**src/rtl/wake_pkg.sv**
```systemverilog
package wake_pkg;
  // Width for a counter that holds values 0..n-1 (at least one bit)
  function automatic int cnt_w(input int n);
    return (n <= 2) ? 1 : $clog2(n);
  endfunction

  // Number of pulse channels driven from the divider string
  localparam int NUM_CH = 2;
  localparam int CH_WAKE = 0;
  localparam int CH_RST  = 1;
endpackage

```
**src/rtl/wrp_modcount.sv**
```systemverilog
module wrp_modcount
  import wake_pkg::*;
#(
  parameter int MOD = 8
) (
  input  logic clk,
  input  logic arst_n,
  input  logic step,
  output logic wrap,
  output logic [cnt_w(MOD)-1:0] value
);
  localparam int W = cnt_w(MOD);
  localparam logic [W-1:0] LAST = W'(MOD - 1);

  assign wrap = step && (value == LAST);

  always_ff @(posedge clk or negedge arst_n) begin
    if (!arst_n)      value <= '0;
    else if (wrap)    value <= '0;
    else if (step)    value <= value + W'(1);
  end


  range_chk: assert property (@(posedge clk) disable iff (!arst_n)
    value <= LAST);

  hold_chk: assert property (@(posedge clk) disable iff (!arst_n)
    !step |=> $stable(value));
endmodule

```
**src/rtl/wrp_stretch.sv**
```systemverilog
module wrp_stretch
  import wake_pkg::*;
#(
  parameter int LEN = 2
) (
  input  logic clk,
  input  logic arst_n,
  input  logic run,
  input  logic fire,
  output logic busy
);
  localparam int W = cnt_w(LEN + 1);
  logic [W-1:0] remain;

  always_ff @(posedge clk or negedge arst_n) begin
    if (!arst_n)                    remain <= '0;
    else if (run && fire)           remain <= W'(LEN);
    else if (run && remain != '0)   remain <= remain - W'(1);
  end

  assign busy = (remain != '0);


  load_takes_chk: assert property (@(posedge clk) disable iff (!arst_n)
    (run && fire) |=> busy);

  frozen_len_chk: assert property (@(posedge clk) disable iff (!arst_n)
    !run |=> $stable(remain));
endmodule

```
**src/rtl/wake_reset_pulser.sv**
```systemverilog
module wake_reset_pulser
  import wake_pkg::*;
#(
  parameter int LFO_HZ       = 1000,
  parameter int WAKE_SECONDS = 3,
  parameter int RST_MULT     = 1024,
  parameter int PULSE_CYCLES = 2
) (
  input  logic lfo_clk,
  input  logic por_n,
  input  logic run_en,
  output logic wake_pulse,
  output logic reset_pulse
);
  localparam int WAKE_DIV = LFO_HZ * WAKE_SECONDS;

  logic wake_wrap, epoch_wrap;
  logic [cnt_w(WAKE_DIV)-1:0] base_val;
  logic [cnt_w(RST_MULT)-1:0] epoch_val;
  logic [NUM_CH-1:0] fire, busy;

  // Base divider: one wrap per wake period
  wrp_modcount #(.MOD(WAKE_DIV)) u_base (
    .clk(lfo_clk), .arst_n(por_n), .step(run_en),
    .wrap(wake_wrap), .value(base_val)
  );

  // Epoch divider: counts wake periods, wraps once per reset period
  wrp_modcount #(.MOD(RST_MULT)) u_epoch (
    .clk(lfo_clk), .arst_n(por_n), .step(wake_wrap),
    .wrap(epoch_wrap), .value(epoch_val)
  );

  assign fire[CH_WAKE] = wake_wrap;
  assign fire[CH_RST]  = wake_wrap && epoch_wrap;

  for (genvar c = 0; c < NUM_CH; c++) begin : g_ch
    wrp_stretch #(.LEN(PULSE_CYCLES)) u_len (
      .clk(lfo_clk), .arst_n(por_n), .run(run_en),
      .fire(fire[c]), .busy(busy[c])
    );
  end

  assign wake_pulse  = run_en && busy[CH_WAKE];
  assign reset_pulse = run_en && busy[CH_RST];


  overlap_chk: assert property (@(posedge lfo_clk) disable iff (!por_n)
    reset_pulse |-> wake_pulse);

  quiet_chk: assert property (@(posedge lfo_clk) disable iff (!por_n)
    !run_en |-> (!wake_pulse && !reset_pulse));

  reset_quiet_chk: assert property (@(negedge lfo_clk)
    !por_n |-> (!wake_pulse && !reset_pulse));
endmodule

```
**config.mk**
```make
export PLATFORM = sky130hd
export DESIGN_NAME = wake_reset_pulser
export DESIGN_NICKNAME = d
export VERILOG_FILES = /design/src/rtl/wake_pkg.sv /design/src/rtl/wrp_modcount.sv /design/src/rtl/wrp_stretch.sv /design/src/rtl/wake_reset_pulser.sv
export SDC_FILE = /design/constraint.sdc
export NUM_CORES = 1
export LEC_CHECK = 0
export ABC_AREA = 1
export BUFFER_PORTS_ARGS = -buffer_cell sky130_fd_sc_hd__buf_2
export CAP_MARGIN = 20
export CORE_MARGIN = 8
export CORE_UTILIZATION = 55
export DETAILED_ROUTE_END_ITERATION = 12
export GPL_ROUTABILITY_DRIVEN = 1
export GPL_TIMING_DRIVEN = 0
export PLACE_DENSITY = 0.84
export SETUP_SLACK_MARGIN = 0.3
export SLEW_MARGIN = 30
export SYNTH_ARGS = -nofsm -noshare
export SYNTH_HDL_FRONTEND = slang
export SYNTH_HIERARCHICAL = 1
export SYNTH_SLANG_ARGS = --single-unit
```
**constraint.sdc**
```tcl
create_clock -name lfo_clk -period 1.9 [get_ports lfo_clk]
set_clock_uncertainty 0.1 [all_clocks]
set_input_delay 0.19 -clock lfo_clk [delete_from_list [all_inputs] [get_ports lfo_clk]]
set_output_delay 0.19 -clock lfo_clk [all_outputs]
set_load 0.005 [all_outputs]
```
* After elaboration in Yosys (flattened, before gate mapping)
Index checks and enable logic that the tools add are counted. Widths: inputs -> output; s select.
Storage, ports and cells: flip-flop bits (word level) 26, bits of input ports 3, logic and storage cells 31
Operators by class: add/sub/neg operators 4, eq/ne operators 2, mux-type cells 8, reduce and logical (&&, ||, !) cells 13
Operator list (count):
- $mux 12 | 2
- $mux 10 | 2
- $add 12x1->12 const B | 1
- $eq 12x12->1 const B | 1
- $reduce_bool 2->1 | 6
- $add 10x1->10 const B | 1
- $eq 10x10->1 const B | 1
- $mux 2 | 4
- $logic_and 1x1->1 | 7
- $sub 2x1->2 const B | 2

* Depth between registers and ports, before layout
Gate-level depths: netlist (run 1).
depth in word-level cells 6, gate-level depth with buffers 16

* Hierarchy
Netlist (run 1), hierarchy kept.
Modules (own cells, without submodules):
- wrp_modcount at u_base | times used 1, cells an instance 104, area each 769.5 µm²
- wrp_modcount at u_epoch | times used 1, cells an instance 73, area each 560.5 µm²
- wrp_stretch | times used 2, cells an instance 18, area each 123.9 µm²
- wake_reset_pulser | times used 1, cells an instance 6, area each 22.5 µm²

* Least setup slack after synthesis (run 1)
Ideal clock, no wire load.
path kind register to register, start reg u_base.value[0], end reg g_ch[1].u_len.remain[0], data arrival time 1.724 ns, data required time 1.683 ns, path slack -0.041 ns, cell stages (with the launch flop) 16, period minus slack after synthesis 1.941 ns, cell sequence dfrtp_1 > ha_1 > nand2_2 > nor3_1 > nand2_1 > inv_1 > buf_4 > nand2_1 > inv_1 > nand3_2 > inv_1 > nand2_1 > inv_1 > nand2_1 > nand3_1 > nand2_1
Between the ends: longest elaborated chain between the ends 6, elaborated cells on any way between the ends 7, classes of those cells eq/ne: 1; mux: 1; reduce/logical: 5
Ends and longest elaborated chain:
- start: declaration | line wrp_modcount.sv:10 | output logic [cnt_w(MOD)-1:0] value
- start signal: assignment | line wrp_modcount.sv:20 | else if (step) value <= value + W'(1);
- $eq 12x12->1 (*) | line wrp_modcount.sv:15 | assign wrap = step && (value == LAST);
- $logic_and 1x1->1 (*) | line wrp_modcount.sv:15
- net fire[0] | line wake_reset_pulser.sv:20 | logic [NUM_CH-1:0] fire, busy;
- $logic_and 1x1->1 (*) | line wrp_modcount.sv:15
- net epoch_wrap | line wake_reset_pulser.sv:17 | logic wake_wrap, epoch_wrap;
- $logic_and 1x1->1 (*) | line wake_reset_pulser.sv:35 | assign fire[CH_RST] = wake_wrap && epoch_wrap;
- net fire[1] | line wake_reset_pulser.sv:20
- $logic_and 1x1->1 (*) | line wrp_stretch.sv:17 | else if (run && fire) remain <= W'(LEN);
- $mux 2 or $reduce_bool 2->1 (tied branches)
- end signal: assignment | line wrp_stretch.sv:17
- end signal: assignment | line wrp_stretch.sv:18 | else if (run && remain != '0) remain <= remain - W'(1);
- end: declaration | line wrp_stretch.sv:13 | logic [W-1:0] remain;
The timed path passes the listed nets; every way through them passes the cells marked *. A chain may end at the register's enable or synchronous reset.

* Worst setup path after layout (run 1)
start reg u_base.value[1], end reg u_epoch.value[0]
Between the ends: longest elaborated chain between the ends 4, elaborated cells on any way between the ends 5, classes of those cells eq/ne: 1; mux: 1; reduce/logical: 3
Ends and longest elaborated chain (line):
- $eq 12x12->1 (*) | wrp_modcount.sv:15
- $logic_and 1x1->1 (*) | wrp_modcount.sv:15
- net fire[0] | wake_reset_pulser.sv:20
- $logic_and 1x1->1 | wrp_modcount.sv:15
- $mux 10 or $reduce_bool 2->1 (tied branches)
- end signal: assignment | wrp_modcount.sv:20
- end: declaration | wrp_modcount.sv:10
Marked as above.

==> impl_metrics.toml, run 1 <==
[status]
status = "complete, no violations"

[clock_tree]
cts_tree = "yes"
clk-insertion-delay-late_ns = 0.34
clock-root-buffer = "clkbuf_4"
clock_sinks = 26
cts_buffers = 3
clk_pin_slew_ns = 0.15
clockBufferDepth = 2
h-tree-depth = 1

[grt]
antenna_found_initial = 0
grt_pass1_wl_mm = 6.00
grt_max_degree = 27
grtUsageTotal_pct = 14.5
grt_pass1_vias = 1468
gr-total-overflow = 0

[logic_synthesis]
synthCells = 219
synth_area_leaders = "dfrtp_1 41%, nand2_1 14%, inv_1 9.9%, nand3_1 7.8%, nor2_1 4.5%"
synth_top_family_by_area = "simple AND/OR/NAND/NOR gates"
yosysWarnings = 6
synth_area_per_cell_um2 = 7.31
synthAdderAreaFrac_pct = 3.13
yosysSeqAreaShare_pct = 40.7
synth-compound-area-share_pct = 4.38
synth.largest_area_cell = "dfrtp_1"
syn_nets = 226
synth_area_um2 = 1600
synth.distinct_cells = 25
synthMuxAreaShare_pct = 0
synth_xor_xnor_area_share_pct = 2.19
yosysTopAreaCellShare_pct = 40.7
synth_simple_gate_area_share_pct = 38.3
synth_seq_cells = 26

[timing]
relSlewSlack_pct = 61.5
worst_pin_slew_ns = 0.578
fin_crit_sh_pct = 95.2
final-max-slew-violation-count = 0
post-route-min-period_ns = 1.81
setup_ws_ns = 0.0914
rsz0062_at_grt = "yes"
finalHoldViolations = 0
setup_viol = 0
max_clock_freq_mhz = 553
holdWs_ns = 0.122

[floorplanning]
design.core.area_um2 = 2760
dieArea_um2 = 4890
rows = 19
boundaryPins = 5
die_x_um = 69.9
die_h_um = 69.9
initial_core_util_pct = 58.0

[cells_and_area]
antennaDiodeCount = 0
finalNetCount = 267
drive_above_1_share_pct = 35.1
syn_to_final_growth_pct = 29.6
stdcell_count = 290

[power_and_ir_drop]
ir_worst_vdd_mv = 1.14
power.leakage_nw = 1.18
powerDensity_nw_per_um2 = 1090

[routing]
ant_nets = 0
vias_per_cell = 5.19
routed.top_layer = "met4"
drc = 0
avgRoutedWirePerCell_um = 13.1
drt_iter0_drc = 69
met3_length_um = 136
met2WireLength_mm = 2.05
vias = 1505
m1WireLength_mm = 1.49
dr.pass1.iters = 4
wl_mm = 3.79

[setup_path]
r2r_start = "u_base/value[1]"
critPathRequiredTime_ns = 2.05
cp_max_fo = 5
critPathKind = "reg2reg"
worst-r2r-setup-slack_ns = 0.09
critPathLaunchType = "flip-flop"
ff2ff_path_depth = 13
timing.rr.end = "u_epoch/value[0]"
arrival_ns = 1.96
endpoint_kind = "flip-flop"

[min_path]
worstHoldPathCells = 3
holdPathEnd = "g_ch[1].u_len/remain[0]"
min-delay-start = "run_en"
hold_path_class = "in2reg"

[placement]
dp_hpwl_mm = 2.13
gp_congestion = 0.864
port_buffers = 4
placedCellCount = 254
place_ws_ns = -0.141

[flow_run]
cap_violations = 0
-- cell usage after synthesis --
master / instances
nor3b_1: 1
nand3_2: 5
o211ai_1: 1
nand2_2: 6
nand3b_1: 1
nor2_4: 4
nor3_2: 1
o21ai_1: 1
nor2_2: 5
nor2_1: 19
inv_1: 42
o21ai_0: 1
dfrtp_1: 26
nand3_1: 25
ha_1: 4
inv_2: 3
o21bai_2: 1
buf_2: 1
nor3_1: 2
xor2_1: 4
nand2_1: 58
buf_4: 1
o21bai_1: 1
a21oi_2: 1
a21oi_1: 5
-- where the power goes --
| group | switching [W] | internal [W] |
|---|---|---|
| Clock | 0.000178 | 0.000214 |
| Combinational | 0.000579 | 0.000466 |
| Sequential | 0.000120 | 0.000700 |
-- area by class of cell --
type / instances / area, um2
sequential: 26 / 651
multi-input combinational: 146 / 853
inverter: 45 / 174
buffer: 2 / 16.3
tap: 31 / 38.8
clock inverter: 1 / 30.0
timing repair buffer: 36 / 289
fill: 198 / 683
clock buffer: 3 / 22.5
-- how the worst max path moves through the flow --
stage	from	depth (start not counted)	end
after floorplan	u_base/value[1]	16	g_ch[1].u_len/remain[0]
after global placement	u_base/value[3]	16	g_ch[1].u_len/remain[1]
after detailed placement	u_base/value[1]	16	g_ch[1].u_len/remain[0]
after CTS	u_base/value[0]	15	g_ch[1].u_len/remain[0]
after global routing	u_base/value[1]	15	g_ch[1].u_len/remain[1]
final	u_base/value[1]	13	u_epoch/value[0]
-- stage by stage --
stage / total power, W / utilization (%) / setup TNS, ns / area, um2
global route: 0.00241 / 75.2 / -0.0440 / 2070
floorplan: 0.00140 / - / 0 / 1620
detailed placement: 0.00155 / 60.8 / -0.277 / 1680
CTS: 0.00206 / 69.6 / 0 / 1920
global placement: 0.00152 / 60.8 / -0.218 / 1680
finish: 0.00226 / 75.2 / 0 / 2070
-- cells by family after synthesis --
group	Yosys count
simple gates	127
buf+inv	47
flops	26
compound gates	11
xor+xnor	4
fa+ha+maj	4
-- registers in the layout (all words and copies together), names as in the netlist --
name	cells
u_base/value	12
u_epoch/value	10
g_ch.u_len/remain	4
-- layer usage --
layer	global-route usage [%]	up-vias
met4	4.69	0
met3	3.25	14
met1	14.4	714
li1	-	748
met2	28.5	29
met5	0	-
-- layout by cell type, fill, tap and decap left out, types with 2 or more instances in the layout --
| cell | instances |
|---|---|
| nor2_1 | 19 |
| nand3_1 | 20 |
| o21ai_1 | 2 |
| clkbuf_4 | 3 |
| nand2_1 | 52 |
| nor3_2 | 3 |
| nand3_2 | 9 |
| ha_2 | 2 |
| xor2_1 | 4 |
| nor2_4 | 4 |
| dfrtp_1 | 26 |
| a21oi_1 | 5 |
| buf_2 | 5 |
| inv_1 | 34 |
| nor2_2 | 5 |
| buf_4 | 24 |
| buf_6 | 8 |
| nand2_2 | 10 |
| inv_2 | 9 |
| inv_4 | 2 |
| nand2_4 | 2 |
-- critical path, stage by stage (launching register included) --
cell and delay (ns):
dfrtp_1 0.38, ha_2 0.21, nand2_4 0.05, nor3_2 0.10, nand2_1 0.10, inv_2 0.07
buf_6 0.11, nand2_4 0.05, inv_4 0.06, nand3_4 0.08, buf_4 0.15, buf_6 0.12
nand3_1 0.08, nand2_1 0.06
-- timing repair --
| item | CTS | global route |
|---|---|---|
| hold buffers | 1 | 0 |
| buffers inserted | 18 | 13 |
| resized for setup | 14 | 18 |
| pin swaps | 5 | 11 |
| setup endpoints to repair | 11 | 17 |
| endpoints found under the hold margin | 26 | 0 |
(Power assumes the default switching activity.)
==> inputs of run 2 (changes only) <==
--- a/config.mk
+++ b/config.mk
@@ -13,7 +13,7 @@
 export DETAILED_ROUTE_END_ITERATION = 12
 export GPL_ROUTABILITY_DRIVEN = 1
 export GPL_TIMING_DRIVEN = 0
-export PLACE_DENSITY = 0.84
+export PLACE_DENSITY_LB_ADDON = 0.3
 export SETUP_SLACK_MARGIN = 0.3
 export SLEW_MARGIN = 30
 export SYNTH_ARGS = -nofsm -noshare
==> run 2 against run 1 <==
  * Core utilization fell by 5.4 points
  * Fmax rose by 2.5%
  * Via count fell by 9.0%
  * Worst hold slack improved by 0.014 ns
  * Non-clock buffer count fell by 15
  * First-iteration DRC count rose by 30%
  * Sequential power barely moved
  * Critical endpoint is now g_ch[1].u_len/remain[0]
  * Largest cell class unchanged
==> impl_metrics.toml, run 2 (synthesis results as in run 1) <==
[grt]
grt_pass1_wl_mm = 5.42
grt_max_degree = 27
gr-total-overflow = 0
grtUsageTotal_pct = 12.9
antenna_found_initial = 0
grt_pass1_vias = 1314

[power_and_ir_drop]
powerDensity_nw_per_um2 = 1080
seqPwrFrac_pct = 39.4
p_total_w = 0.00209
power_switching_w = 0.000830
power.leakage_nw = 1.09
p_clk_share_pct = 13.0
p_int_w = 0.00126
ir_worst_vdd_mv = 1.09
swShare_pct = 39.8
combPwrFrac_pct = 47.6

[clock_tree]
clk_pin_slew_ns = 0.13
clock_sinks = 26
cts_tree = "yes"
clk-insertion-delay-late_ns = 0.32
clockBufferDepth = 2
h-tree-depth = 1
clock-root-buffer = "clkbuf_4"
cts_buffers = 3

[routing]
wl_mm = 3.15
avgRoutedWirePerCell_um = 11.4
drt_iter0_drc = 90
dr.pass1.iters = 4
ant_nets = 0
drc = 0
vias = 1369
vias_per_cell = 4.98

[timing]
setup_viol = 0
max_clock_freq_mhz = 567
worst_pin_slew_ns = 0.573
relSlewSlack_pct = 61.8
finalHoldViolations = 0
final-max-slew-violation-count = 0
setup_ws_ns = 0.135
post-route-min-period_ns = 1.76
fin_setup_tns_ns = 0
holdWs_ns = 0.136
rsz0062_at_grt = "yes"
fin_crit_sh_pct = 92.9

[status]
status = "complete, no violations"

[floorplanning]
dieArea_um2 = 4890
die_h_um = 69.9
die_x_um = 69.9
rows = 19
design.core.area_um2 = 2760
boundaryPins = 5
initial_core_util_pct = 58.0

[setup_path]
critPathRequiredTime_ns = 2.02
arrival_ns = 1.89
cp_max_fo = 3
critPathKind = "reg2reg"
critPathLaunchType = "flip-flop"
endpoint_kind = "flip-flop"

[cells_and_area]
regArea_um2 = 651
nFillCells = 233
largestRegisters = "u_base/value x12, u_epoch/value x10, g_ch.u_len/remain x4"
most-common-layout-cells = "52 x nand2_1, 33 x inv_1, 26 x dfrtp_1"
multi_input_area_um2 = 863
layout_commonest_cell = "nand2_1"
top_register = "u_base/value"
syn_to_final_growth_pct = 20.3
finalNetCount = 252
antennaDiodeCount = 0
drive_above_1_share_pct = 32.0
largest_reg_flops = 12

[flow_run]
cap_violations = 0

[placement]
dp_hpwl_mm = 1.97
port_buffers = 4
gp_congestion = 0.882
place_ws_ns = -0.132

[min_path]
hold_path_class = "in2reg"
run 2: cell types whose count changed in the layout (fill, tap and decap cells not counted), sizes merged:
cell	delta
bufinv	-1
clkbuf	+1
buf	-15
run 2: path summary, 6_finish.rpt:
path,end,cells after the start,slack [ns],startpoint
hold reg to reg,g_ch[1].u_len/remain[1],2,0.42,g_ch[1].u_len/remain[1]
min in group asynchronous,u_base/value[2],2,0.29,por_n
setup / recovery,g_ch[1].u_len/remain[0],15,0.14,u_base/value[1]
setup reg to reg,g_ch[1].u_len/remain[0],15,0.14,u_base/value[1]
max in group asynchronous,g_ch[0].u_len/remain[0],2,1.04,por_n
hold / removal,g_ch[1].u_len/remain[1],3,0.14,run_en
run 2: routing by layer:
metal / track usage [%] / part of all wire, % / wire, um
met3: 3.11 / 2.5 / 78
met2: 22.9 / 51 / 1590
met4: 3.35 / 0.60 / 19
met5: 0 / 0 / 0
met1: 15.0 / 46 / 1460
run 2: power groups by stage:
stage | Sequential (W) | Combinational, W | Clock, W
floorplan | 0.000818 | 0.000579 | 0
finish | 0.000823 | 0.000993 | 0.000272
detailed placement | 0.000849 | 0.000700 | 0
CTS | 0.000814 | 0.000841 | 0.000289
global placement | 0.000844 | 0.000676 | 0
global route | 0.000836 | 0.00112 | 0.000307
run 2: worst max-delay path: stages (launching register included):
cell     delay [ns]
dfrtp_1        0.43
ha_4           0.17
nand2_4        0.05
nor3_2         0.09
nand2_1        0.09
inv_2          0.08
buf_6          0.10
nand2_2        0.04
inv_2          0.07
nand3_4        0.08
inv_2          0.06
nand2_2        0.04
inv_2          0.07
nand2_2        0.07
nand3_2        0.08
nand2_2        0.05
run 2: area by class of cell:
cell class	instances	area share [%]
well taps	31	2.02
flip-flops and latches	26	33.8
repair buffers	21	7.80
multi-input cells	146	44.9
plain buffers	2	0.845
inverters	45	8.78
clock buffers	4	1.89
run 2: repair_timing:
item,in CTS,in global routing
hold endpoints to repair,26,0
pin swaps,4,5
endpoints found under the setup margin,11,17
hold buffers,1,0
resized for setup,9,16
setup buffers,12,4
run 2: through the flow:
step | util, % | instance area (um2) | cells
5_1_grt | 69.8 | 1920 | 275
2_1_floorplan | - | 1620 | 219
6_report | 69.8 | 1920 | 275
3_3_place_gp | 60.8 | 1680 | 254
3_5_place_dp | 60.8 | 1680 | 254
4_1_cts | 66.7 | 1840 | 271
